<file path="src/rtl/ffl_pkg.sv">
package ffl_pkg;
  typedef enum logic [1:0] {
    ST_IDLE  = 2'd0,
    ST_ISSUE = 2'd1,
    ST_WAIT  = 2'd2
  } ffl_state_e;
endpackage

</file>
<file path="src/rtl/ffl_len_latch.sv">
module ffl_len_latch #(
  parameter int MAX_LEN = 64,
  parameter int LEN_W   = 7,
  parameter int FIELD_W = 7
) (
  input  logic               clk,
  input  logic               rst_n,
  input  logic               load,
  input  logic [LEN_W-1:0]   in_len,
  input  logic [FIELD_W-1:0] in_base,
  output logic [LEN_W-1:0]   len_q,
  output logic [FIELD_W-1:0] base_q,
  output logic               len_zero
);
  localparam logic [LEN_W-1:0] LIMIT = LEN_W'(MAX_LEN);

  logic [LEN_W-1:0] clamped;

  always_comb begin
    clamped  = (in_len > LIMIT) ? LIMIT : in_len;
    len_zero = (clamped == '0);
  end

  always_ff @(posedge clk or negedge rst_n) begin
    if (!rst_n) begin
      len_q  <= '0;
      base_q <= '0;
    end else if (load) begin
      len_q  <= clamped;
      base_q <= in_base;
    end
  end

  // a loaded length never exceeds the limit
  a_r10_len_clamped: assert property (@(posedge clk) disable iff (!rst_n)
    load |=> (len_q <= LIMIT));
endmodule

</file>
<file path="src/rtl/ffl_elem_ctr.sv">
module ffl_elem_ctr #(
  parameter int IDX_W = 6,
  parameter int LEN_W = 7
) (
  input  logic             clk,
  input  logic             rst_n,
  input  logic             clr,
  input  logic             inc,
  input  logic [LEN_W-1:0] len_q,
  output logic [IDX_W-1:0] idx,
  output logic             last
);
  always_comb last = (LEN_W'(idx) == (len_q - LEN_W'(1)));

  always_ff @(posedge clk or negedge rst_n) begin
    if (!rst_n)   idx <= '0;
    else if (clr) idx <= '0;
    else if (inc) idx <= idx + IDX_W'(1);
  end

  // the counter never steps beyond the final element
  a_r8_no_step_past_end: assert property (@(posedge clk) disable iff (!rst_n)
    inc |-> !last);
  // indices advance by one per step
  a_r3_step_by_one: assert property (@(posedge clk) disable iff (!rst_n)
    (inc && !clr) |=> (idx == $past(idx) + IDX_W'(1)));
endmodule

</file>
<file path="src/rtl/ffl_field_gen.sv">
module ffl_field_gen #(
  parameter int IDX_W   = 6,
  parameter int FIELD_W = 7
) (
  input  logic [FIELD_W-1:0] base,
  input  logic [IDX_W-1:0]   idx,
  output logic [FIELD_W-1:0] field
);
  localparam int SUM_W = FIELD_W + IDX_W;

  logic [SUM_W-1:0] sum;

  always_comb begin
    sum   = SUM_W'(base) + SUM_W'(idx);
    field = sum[FIELD_W-1:0];
  end
endmodule

</file>
<file path="src/rtl/ffl_seq_fsm.sv">
module ffl_seq_fsm
  import ffl_pkg::*;
#(
  parameter int IDX_W = 6,
  parameter int LEN_W = 7
) (
  input  logic             clk,
  input  logic             rst_n,
  input  logic             start,
  input  logic             len_zero,
  input  logic [LEN_W-1:0] len_q,
  input  logic [IDX_W-1:0] idx,
  input  logic             last,
  input  logic             iss_ready,
  input  logic             rsp_valid,
  input  logic             rsp_test,
  input  logic             rsp_fault,
  output logic             load,
  output logic             inc,
  output logic             iss_valid,
  output logic             rsp_ready,
  output logic             done,
  output logic [LEN_W-1:0] fin_len
);
  ffl_state_e st;
  logic       fail;
  logic       rsp_hs;

  always_comb begin
    load      = start && (st == ST_IDLE);
    iss_valid = (st == ST_ISSUE);
    rsp_ready = (st == ST_WAIT);
    fail      = rsp_test || rsp_fault;
    rsp_hs    = rsp_ready && rsp_valid;
    inc       = rsp_hs && !fail && !last;
  end

  always_ff @(posedge clk or negedge rst_n) begin
    if (!rst_n) begin
      st      <= ST_IDLE;
      done    <= 1'b0;
      fin_len <= '0;
    end else begin
      done <= 1'b0;
      unique case (st)
        ST_IDLE: begin
          if (load) begin
            if (len_zero) begin
              done    <= 1'b1;
              fin_len <= '0;
            end else begin
              st <= ST_ISSUE;
            end
          end
        end
        ST_ISSUE: begin
          if (iss_ready) st <= ST_WAIT;
        end
        ST_WAIT: begin
          if (rsp_valid) begin
            if (fail) begin
              fin_len <= LEN_W'(idx);
              done    <= 1'b1;
              st      <= ST_IDLE;
            end else if (last) begin
              fin_len <= len_q;
              done    <= 1'b1;
              st      <= ST_IDLE;
            end else begin
              st <= ST_ISSUE;
            end
          end
        end
        default: st <= ST_IDLE;
      endcase
    end
  end

  a_r3_single_outstanding: assert property (@(posedge clk) disable iff (!rst_n)
    !(iss_valid && rsp_ready));
  a_r5_issue_hold: assert property (@(posedge clk) disable iff (!rst_n)
    (iss_valid && !iss_ready) |=> (iss_valid && $stable(idx)));
  a_r6_wait_after_accept: assert property (@(posedge clk) disable iff (!rst_n)
    (iss_valid && iss_ready) |=> rsp_ready);
  a_r7_truncate: assert property (@(posedge clk) disable iff (!rst_n)
    (rsp_hs && fail) |=> (done && !iss_valid && fin_len == LEN_W'($past(idx))));
  a_r8_full_length: assert property (@(posedge clk) disable iff (!rst_n)
    (rsp_hs && !fail && last) |=> (done && fin_len == $past(len_q)));
  a_r2_empty_loop: assert property (@(posedge clk) disable iff (!rst_n)
    (load && len_zero) |=> (done && !iss_valid && fin_len == '0));
  a_r11_done_pulse: assert property (@(posedge clk) disable iff (!rst_n)
    done |=> !done);
  a_r11_final_held: assert property (@(posedge clk) disable iff (!rst_n)
    !done |-> $stable(fin_len));
endmodule

</file>
<file path="src/rtl/ffirst_loop_ctrl.sv">
module ffirst_loop_ctrl #(
  parameter int MAX_LEN = 64,
  parameter int FIELD_W = 7,
  localparam int LEN_W  = $clog2(MAX_LEN + 1),
  localparam int IDX_W  = $clog2(MAX_LEN)
) (
  input  logic               clk,
  input  logic               rst_n,
  input  logic               start,
  input  logic [LEN_W-1:0]   start_len,
  input  logic [FIELD_W-1:0] start_field,
  output logic               iss_valid,
  input  logic               iss_ready,
  output logic [IDX_W-1:0]   iss_idx,
  output logic [FIELD_W-1:0] iss_field,
  input  logic               rsp_valid,
  output logic               rsp_ready,
  input  logic               rsp_test,
  input  logic               rsp_fault,
  output logic               done,
  output logic [LEN_W-1:0]   final_len
);
  logic               load, inc, len_zero, last;
  logic [LEN_W-1:0]   len_q;
  logic [FIELD_W-1:0] base_q;

  ffl_len_latch #(.MAX_LEN(MAX_LEN), .LEN_W(LEN_W), .FIELD_W(FIELD_W)) len_i (
    .clk(clk), .rst_n(rst_n), .load(load), .in_len(start_len),
    .in_base(start_field), .len_q(len_q), .base_q(base_q), .len_zero(len_zero)
  );

  ffl_elem_ctr #(.IDX_W(IDX_W), .LEN_W(LEN_W)) ctr_i (
    .clk(clk), .rst_n(rst_n), .clr(load), .inc(inc), .len_q(len_q),
    .idx(iss_idx), .last(last)
  );

  ffl_field_gen #(.IDX_W(IDX_W), .FIELD_W(FIELD_W)) fld_i (
    .base(base_q), .idx(iss_idx), .field(iss_field)
  );

  ffl_seq_fsm #(.IDX_W(IDX_W), .LEN_W(LEN_W)) fsm_i (
    .clk(clk), .rst_n(rst_n), .start(start), .len_zero(len_zero),
    .len_q(len_q), .idx(iss_idx), .last(last), .iss_ready(iss_ready),
    .rsp_valid(rsp_valid), .rsp_test(rsp_test), .rsp_fault(rsp_fault),
    .load(load), .inc(inc), .iss_valid(iss_valid), .rsp_ready(rsp_ready),
    .done(done), .fin_len(final_len)
  );
endmodule

</file>
<file path="config.mk">
export PLATFORM = sky130hd
export DESIGN_NAME = ffirst_loop_ctrl
export DESIGN_NICKNAME = d
export VERILOG_FILES = /design/src/rtl/ffl_pkg.sv /design/src/rtl/ffl_len_latch.sv /design/src/rtl/ffl_elem_ctr.sv /design/src/rtl/ffl_field_gen.sv /design/src/rtl/ffl_seq_fsm.sv /design/src/rtl/ffirst_loop_ctrl.sv
export SDC_FILE = /design/constraint.sdc
export NUM_CORES = 1
export LEC_CHECK = 0
export ABC_CLOCK_PERIOD_IN_PS = 2000
export BUFFER_PORTS_ARGS = -buffer_cell sky130_fd_sc_hd__buf_2
export CAP_MARGIN = 15
export CORE_MARGIN = 2
export CORE_UTILIZATION = 30
export DETAILED_ROUTE_END_ITERATION = 10
export PLACE_DENSITY = 0.56
export SYNTH_ARGS = -nofsm -noshare
export SYNTH_HDL_FRONTEND = slang
export SYNTH_SLANG_ARGS = --single-unit
</file>
<file path="constraint.sdc">
create_clock -name clk -period 2 [get_ports clk]
set_input_delay 0.3 -clock clk [delete_from_list [all_inputs] [get_ports clk]]
set_output_delay 0.3 -clock clk [all_outputs]
set_load 0.01 [all_outputs]
</file>
## Word-level counts from Yosys, hierarchy flattened

Cells that the tools add are included.

- Add/subtract/negate cells: 3
- Muxes and demuxes: 22
- Magnitude comparators: 1
- Reduce and logical (&&, ||, !) cells: 13
- Eq/ne operators: 9

Operators with widths:

| kind | count |
|---|---|
| $mux 7 | 6 |
| $pmux 7 s2 | 1 |
| $mux 6 | 2 |
| $mux 2 | 5 |
| $add 7x6->7 | 1 |
| $eq 6x7->1 | 1 |
| $gt 7x7->1 const B | 1 |
| $logic_not 7->1 | 1 |
| $sub 7x1->7 const B | 1 |
| $add 6x1->6 const B | 1 |
| $mux 1 | 6 |
| $ne 2x2->1 const B | 3 |
| $pmux 2 s3 | 1 |
| $reduce_and 5->1 | 1 |
| $logic_and 1x1->1 | 4 |
| $ne 2x1->1 const B | 2 |
| $reduce_and 4->1 | 1 |
| $reduce_bool 2->1 | 2 |
| $ne 3x1->1 const B | 1 |
| $eq 2x1->1 const B | 1 |
| $eq 2x2->1 const B | 1 |
| $logic_not 1->1 | 2 |
| $logic_not 2->1 | 1 |
| $pmux 1 s2 | 1 |
| $logic_or 1x1->1 | 1 |

- Bits of input ports: 21
- Output and inout port bits: 23
- Register bits after elaboration: 30
- Word-level logic and storage cells: 54

## Longest topological paths before layout

Gate-level depths: netlist of the first run.

- Depth after elaboration: 6
- Gate-level depth with buffers: 9
- Gate-level depth less buffers: 9

## Hierarchy

Synthesis of the first run repeated with hierarchy kept, for this count alone.

- Cells, all modules: 194
- Area total of the unflattened synthesis: 1965.6 µm²

Modules (own cells, without submodules):

| module | cells an instance | area each (µm²) | seq. area each (µm²) | times used |
|---|---|---|---|---|
| ffl_seq_fsm | 53 | 580.6 | 250.2 | 1 |
| ffl_len_latch | 44 | 566.8 | 350.3 | 1 |
| ffl_elem_ctr | 59 | 521.8 | 150.1 | 1 |
| ffl_field_gen | 38 | 296.5 | 0.0 | 1 |

## Worst setup path before layout of the first run

Ideal clock, no wire load.

- Path kind: flip-flop to flip-flop
- Start: register len_i.len_q[0]
- End: register fsm_i.fin_len[0]
- Arrival time: 2.154 ns
- Data required time: 1.921 ns
- Setup time: 0.079 ns
- Stages on the path, launching flop included: 9
- Clock period less this slack: 2.233 ns
- Path buffers: 0
- Setup slack: -0.233 ns
- Cells stage by stage: dfrtp_1 -> inv_1 -> ha_1 -> xnor2_1 -> o2bb2ai_1 -> a222oi_1 -> nand2_2 -> a21oi_4 -> mux2i_1

- Word-level cells in the longest chain between the ends: 4
- Elaborated cells on any way between the ends: 8
- Classes of those cells: add/sub (1); eq/ne (2); mux (4); reduce/logical (1)

Ends and longest elaborated chain:

| element | line | source |
|---|---|---|
| from (decl) | ffl_len_latch.sv:11 | `output logic [LEN_W-1:0] len_q,` |
| from (signal assigned) | ffl_len_latch.sv:29 | `len_q <= clamped;` |
| $sub 7x1->7 or $mux 7 (tied branches) | ffl_elem_ctr.sv:13, ffl_seq_fsm.sv:65 |  |
| $eq 6x7->1 or $mux 7 (tied branches) | ffl_elem_ctr.sv:13, ffl_seq_fsm.sv:61 |  |
| $ne 3x1->1 (no source line) or $mux 7 (tied branches) | -- |  |
| $reduce_and 5->1 (no source line) or $pmux 7 s2 (tied branches) | -- |  |
| to (signal assigned) | ffl_seq_fsm.sv:62 | `fin_len <= LEN_W'(idx);` |
| to (signal assigned) | ffl_seq_fsm.sv:66 | `fin_len <= len_q;` |
| to (decl) | ffl_seq_fsm.sv:23 | `output logic [LEN_W-1:0] fin_len` |

Parallel ways exist; a longest one is shown, timed or not. The select of a mux whose other input is x is not followed.
A chain may end at the register's enable or synchronous reset.

## Worst setup path after layout of the first run

- Start: register ctr_i.idx[0]
- End: output iss_field[6]

- Word-level cells in the longest chain between the ends: 1

Ends and longest elaborated chain:

| element | line | source |
|---|---|---|
| from (decl) | ffl_elem_ctr.sv:10 | `output logic [IDX_W-1:0] idx,` |
| from (signal assigned) | ffl_elem_ctr.sv:18 | `else if (inc) idx <= idx + IDX_W'(1);` |
| $add 7x6->7 | ffl_field_gen.sv:14 | `sum = SUM_W'(base) + SUM_W'(idx);` |
| to (decl) | ffirst_loop_ctrl.sv:15 | `output logic [FIELD_W-1:0] iss_field,` |

No other way between the ends.

==> impl_metrics.yaml, run 1 <==
run_status:
  outcome: "finished with violations"
  violations: "setup timing"
power:
  p_total_uw: 3150
  vdd_drop_max_mv: 0.573
  pwr_density_cell_nw_per_um2: 1160
  p_leak_uw: 0.00137
timing:
  timing_hold_violations_final: 0
  fin_skew_ns: 0.00598
  period_minus_slack_ns: 2.36
  fin_crit_sh_pct: 118
  worst-slew-pin-transition_ns: 0.692
  timing.hold.ws_ns: 0.0445
  rsz0062_at_grt: "yes"
  fmax_mhz: 423
  setup_slack_ns: -0.365
  setup_viol: 18
  slew_headroom_pct: 53.9
  drv_slew: 0
global_routing:
  grt_max_degree: 31
  antenna_found_initial: 0
  grt_pass1_vias: 1710
  use_met3_pct: 4.57
  grt_pass1_wl_mm: 7.98
  grt_usage_pct: 15.8
  use_met1_pct: 19.9
  met2_usage_pct: 26.2
  grt_overflow: 0
  grt-busiest-layer: "met2"
setup_path:
  end_kind: "output pin"
  worstPathArrival_ns: 2.06
  crit_path_start_kind: "register"
  crit_type: "register to output pin"
  critPathRequiredTime_ns: 1.70
  worstPathMaxFanout: 2
place:
  dp_hpwl_mm: 3.48
  post_dp_cell_area_sq_um: 2430
  pre_cts_ws_ns: -0.108
  portBuffers: 43
  gp_congestion: 0.825
die:
  rows: 28
  start_util_pct: 31.1
  core_sq_um: 5960
  dieArea_sq_um: 6830
  dieWidth_microns: 82.6
  io_pins: 44
  die_h_microns: 82.6
clocking:
  cts.sinks: 30
  htree_levels: 2
  cts_hold_buf: 0
  cts_buffers: 5
  cts_max_path_buffers: 2
  clockRootBuffer: "clkbuf_8"
  clock_latency_ns: 0.29
  clkTransAtPathRegs_ns: 0.07
  cts_tree: "yes"
drt:
  drtIter0Drc: 60
  drc: 0
  vias: 1724
  antenna_left: 0
  first_pass_iters: 4
  wl_mm: 4.86
  detail_route.vias_per_cell: 4.75
  wire_per_inst_microns: 13.4
synthesis:
  yosysMostFrequentCell: "nand2_1"
  ys_warn_count: 0
  synthCells: 203
  synth_edf_count: 0
  seq_area_frac_synth_pct: 40.5
  synth_top_cell_by_area: "dfrtp_1"
  synthArstFlopShare_pct: 100
  synth_top_cell_area_share_pct: 40.5
  synth_cell_type_count: 46
  avgSynthCellArea_sq_um: 9.13
  syn_nets: 233
  synthTopCellsByArea: "dfrtp_1, nand2_1, ha_1"
  ys_ff_latch: 30
  synth_area_sq_um: 1850
  synth_ff_type: "dfrtp_1"
  synthTopCellsByCount: "nand2_1, dfrtp_1, inv_1, xnor2_1"
final_layout:
  syn_to_final_growth_pct: 46.4
  drive_above_1_share_pct: 45.1
  nets: 317
  antenna_cells: 0
  design_area_sq_um: 2720
hold_path:
  min_path_type: "input port to async pin"
flow_run:
  cap_violations: 0
-- kinds of logic after synthesis --
family | count (synthesis) | synth area share, %
AO/OA/AOI/OAI | 32 | 13.5
multiplexers | 13 | 7.29
buffers and inverters | 18 | 3.91
AND/OR/NAND/NOR | 89 | 22.7
adder cells (fa/ha/maj) | 9 | 6.48
XOR/XNOR | 12 | 5.67
flip-flops | 30 | 40.5
-- per-layer routing --
layer | share of wire, % | vias to the layer above
li1 | - | 868
met1 | 47 | 803
met2 | 45 | 47
met3 | 6.7 | 6
met4 | 1.3 | 0
met5 | 0 | -
-- path summary, 6_finish.rpt --
path	startpoint	cells past startpoint	slack (ns)	endpoint
min in group clk	start_field[3]	3	0.19	len_i.base_q[3]$_DFFE_PN0P_
worst min register to register	len_i.base_q[5]$_DFFE_PN0P_	2	0.48	len_i.base_q[5]$_DFFE_PN0P_
max in group asynchronous	rst_n	1	1.46	ctr_i.idx[0]$_DFFE_PN0P_
worst min-delay path	rst_n	1	0.04	len_i.len_q[4]$_DFFE_PN0P_
worst max-delay path	ctr_i.idx[0]$_DFFE_PN0P_	10	-0.36	iss_field[6]
worst max register to register	len_i.len_q[0]$_DFFE_PN0P_	10	-0.12	ctr_i.idx[3]$_DFFE_PN0P_
-- registers in the layout, summed over array words and instances (netlist names) --
| register | count |
|---|---|
| len_i.len_q | 7 |
| fsm_i.fin_len | 7 |
| len_i.base_q | 7 |
| ctr_i.idx | 6 |
| fsm_i.done | 1 |
| fsm_i.st | 2 |
-- worst max-delay path, stage by stage (launching register included) --
cell and delay (ns):
dfrtp_2 0.39, ha_4 0.14, inv_2 0.04, fa_2 0.39, nor2b_2 0.14, o21ai_2 0.07, a21boi_2 0.14, o21a_1 0.16
nor2_2 0.04, xnor2_1 0.12, buf_2 0.14
-- cell type report --
class / instances / area, sq um
tap: 75 / 93.8
clock buffer: 7 / 86.3
clock inverter: 1 / 5.00
inverter: 11 / 41.3
fill: 603 / 3240
timing repair buffer: 84 / 558
sequential: 30 / 753
multi-input combinational: 155 / 1180
-- repair_timing --
action / in CTS / in global routing
setup endpoints to repair: 16 / 19
gates resized for setup: 15 / 16
pin swaps: 11 / 10
buffers inserted: 5 / 5
gates cloned: 0 / 0
-- cells in the final DEF, fill, tap and decap left out, drive strengths merged, types with 2 or more instances in the layout --
cell / instances
xnor2: 10
clkbuf: 7
xor2: 2
a21oi: 5
mux2: 4
ha: 8
nand3b: 6
buf: 84
nor2b: 3
nor2: 9
mux2i: 9
inv: 11
a21o: 2
nor4: 2
o32ai: 2
o21ai: 9
nand2: 56
dfrtp: 30
a22o: 2
a21boi: 2
nor3: 2
nor3b: 3
-- where the power goes --
part | total (uW) | switching (uW) | internal [uW]
Sequential | 946 | 162 | 784
Combinational | 1690 | 851 | 838
Clock | 512 | 235 | 277
-- stage by stage --
stage / cells / utilization [%] / TNS (ns)
CTS: 360 / 43.9 / -1.07
floorplan: 203 / - / -0.773
detailed placement: 348 / 40.9 / -0.492
finish: 363 / 45.6 / -1.71
global route: 363 / 45.6 / -3.76
global placement: 348 / 40.9 / -0.422
Note: power is estimated with default switching activity, not from simulation.
==> run 2, diff against run 1 <==
--- a/config.mk
+++ b/config.mk
@@ -15,3 +15,4 @@
 export SYNTH_ARGS = -nofsm -noshare
 export SYNTH_HDL_FRONTEND = slang
 export SYNTH_SLANG_ARGS = --single-unit
+export TNS_END_PERCENT = 20
==> run 2 against run 1 <==
Effect of this change: the flow still finishes with violations (setup timing); largest cell class unchanged; wire length down 1.7%; first-iteration DRC count fell by 12%; core utilization is 1.1 points lower; die area did not move; hold slack improved by 0.029 ns; final cell count fell by 1.1%; sequential cell count is the same; non-clock buffer count decreased by 4; cell area fell by 2.4%.
==> impl_metrics.yaml, run 2 (same netlist as run 1, synthesis figures left out) <==
timing:
  worst-slew-pin-transition_ns: 0.711
  drv_slew: 0
  period_minus_slack_ns: 2.30
  rsz0062_at_grt: "yes"
  fin_crit_sh_pct: 115
  timing_hold_violations_final: 0
  fmax_mhz: 435
  slew_headroom_pct: 52.6
  setup_viol: 13
  fin_skew_ns: 0.00230
  fin_tns_setup_ns: -0.785
  setup_slack_ns: -0.297
setup_path:
  cpPeakStageDelay_ns: 0.39
  crit_path_start_kind: "register"
  worstPathCellList: "ha_4 > inv_2 > fa_2 > nor2b_1 > o21ai_1 > a21boi_1 > o21a_1 > nor2_1 > xnor2_1 > buf_2"
  crit_buf_inv: 2
  worstPathMaxFanout: 2
  end_kind: "output pin"
  critPathRequiredTime_ns: 1.70
  cp_slowest_cell: "dfrtp_2"
  worstPathArrival_ns: 2.00
  crit_type: "register to output pin"
  cpLargestDelayFamily: "adder cells"
power:
  p_total_uw: 3160
  vdd_drop_max_mv: 0.478
  pwr_density_cell_nw_per_um2: 1190
  p_leak_uw: 0.00132
die:
  io_pins: 44
  rows: 28
  core_sq_um: 5960
  start_util_pct: 31.1
  dieWidth_microns: 82.6
  die_h_microns: 82.6
  dieArea_sq_um: 6830
clocking:
  clock_latency_ns: 0.27
  htree_levels: 2
  cts.sinks: 30
  clkTransAtPathRegs_ns: 0.06
  clockRootBuffer: "clkbuf_8"
  cts_buffers: 5
  cts_tree: "yes"
  cts_max_path_buffers: 2
  cts_hold_buf: 0
drt:
  drc: 0
  wire_per_inst_microns: 13.3
  drtIter0Drc: 53
  antenna_left: 0
  wl_mm: 4.78
  first_pass_iters: 5
  wl_met2_mm: 2.26
  wl_met3_microns: 179
  routed.top_layer: "met4"
  vias: 1681
  detail_route.vias_per_cell: 4.68
  m1WireLength_mm: 2.30
global_routing:
  grt_overflow: 0
  grt_pass1_vias: 1731
  grt_pass1_wl_mm: 7.98
  grt_max_degree: 31
  grt_usage_pct: 15.5
  antenna_found_initial: 0
final_layout:
  final-seq-area_sq_um: 756
  nets: 313
  antenna_cells: 0
  mostFrequentLayoutCell: "nand2_1"
  reg_top3: "fsm_i.fin_len x7, len_i.base_q x7, len_i.len_q x7"
  design_area_sq_um: 2650
  layout_common_cells: "nand2_1, buf_2, buf_4"
  syn_to_final_growth_pct: 43.0
  fillers: 596
  multi_input_area_sq_um: 1130
  utilization_pct: 44.5
  drive_above_1_share_pct: 43.0
place:
  pre_cts_ws_ns: -0.149
  post_dp_cell_area_sq_um: 2420
  gp_congestion: 0.832
  portBuffers: 43
  dp_hpwl_mm: 3.53
run_status:
  violations: "setup timing"
  outcome: "finished with violations"
hold_path:
  min_path_type: "input port to async pin"
flow_run:
  cap_violations: 0
==> run 2: worst paths after layout <==
path / endpoint / depth (start not counted) / slack [ns] / startpoint
worst max register to register: ctr_i.idx[3]$_DFFE_PN0P_ / 10 / -0.07 / len_i.len_q[0]$_DFFE_PN0P_
max in group asynchronous: ctr_i.idx[0]$_DFFE_PN0P_ / 1 / 1.43 / rst_n
worst max-delay path: iss_field[6] / 10 / -0.30 / ctr_i.idx[0]$_DFFE_PN0P_
min in group clk: len_i.base_q[4]$_DFFE_PN0P_ / 3 / 0.21 / start_field[4]
worst min-delay path: fsm_i.st[1]$_DFFE_PN0P_ / 1 / 0.07 / rst_n
worst min register to register: len_i.base_q[4]$_DFFE_PN0P_ / 2 / 0.48 / len_i.base_q[4]$_DFFE_PN0P_
==> run 2: repair_timing <==
| action | in CTS | in global routing |
|---|---|---|
| setup buffers | 3 | 1 |
| endpoints found under the setup margin | 18 | 19 |
| pin swaps | 11 | 6 |
| resized for setup | 16 | 10 |
==> run 2: final cells by class <==
class                           count  area share [%]
Tap cell                           75            3.54
Inverter                           11            1.56
Timing Repair Buffer               80            19.5
Multi-Input combinational cell    155            42.8
Clock buffer                        8            4.15
Sequential cell                    30            28.5
==> run 2: report_power, final <==
group          internal, uW  switching [uW]
logic                   814             823
clock network           347             225
registers               788             164
==> run 2: metal layers <==
layer / track usage [%] / vias to the layer above
met5: 0 / -
li1: - / 854
met2: 25.9 / 31
met3: 2.93 / 2
met1: 20.3 / 794
met4: 4.43 / 0
==> run 2: worst register-to-register path, cell delays in order, from the launching register on <==
cell,delay [ns]
dfrtp_1,0.39
inv_2,0.08
ha_4,0.15
and3_1,0.17
o2bb2ai_2,0.06
a222oi_1,0.33
buf_4,0.19
a2111oi_4,0.06
buf_4,0.18
a311oi_1,0.29
a41o_1,0.13
==> run 2: metrics by stage <==
step / cells / hold slack (ns)
final: 359 / 0.0740
after global routing: 359 / 0.113
after CTS: 359 / 0.0985
after detailed placement: 348 / 0.396
after global placement: 348 / 0.384
after floorplan: 203 / 0.00441
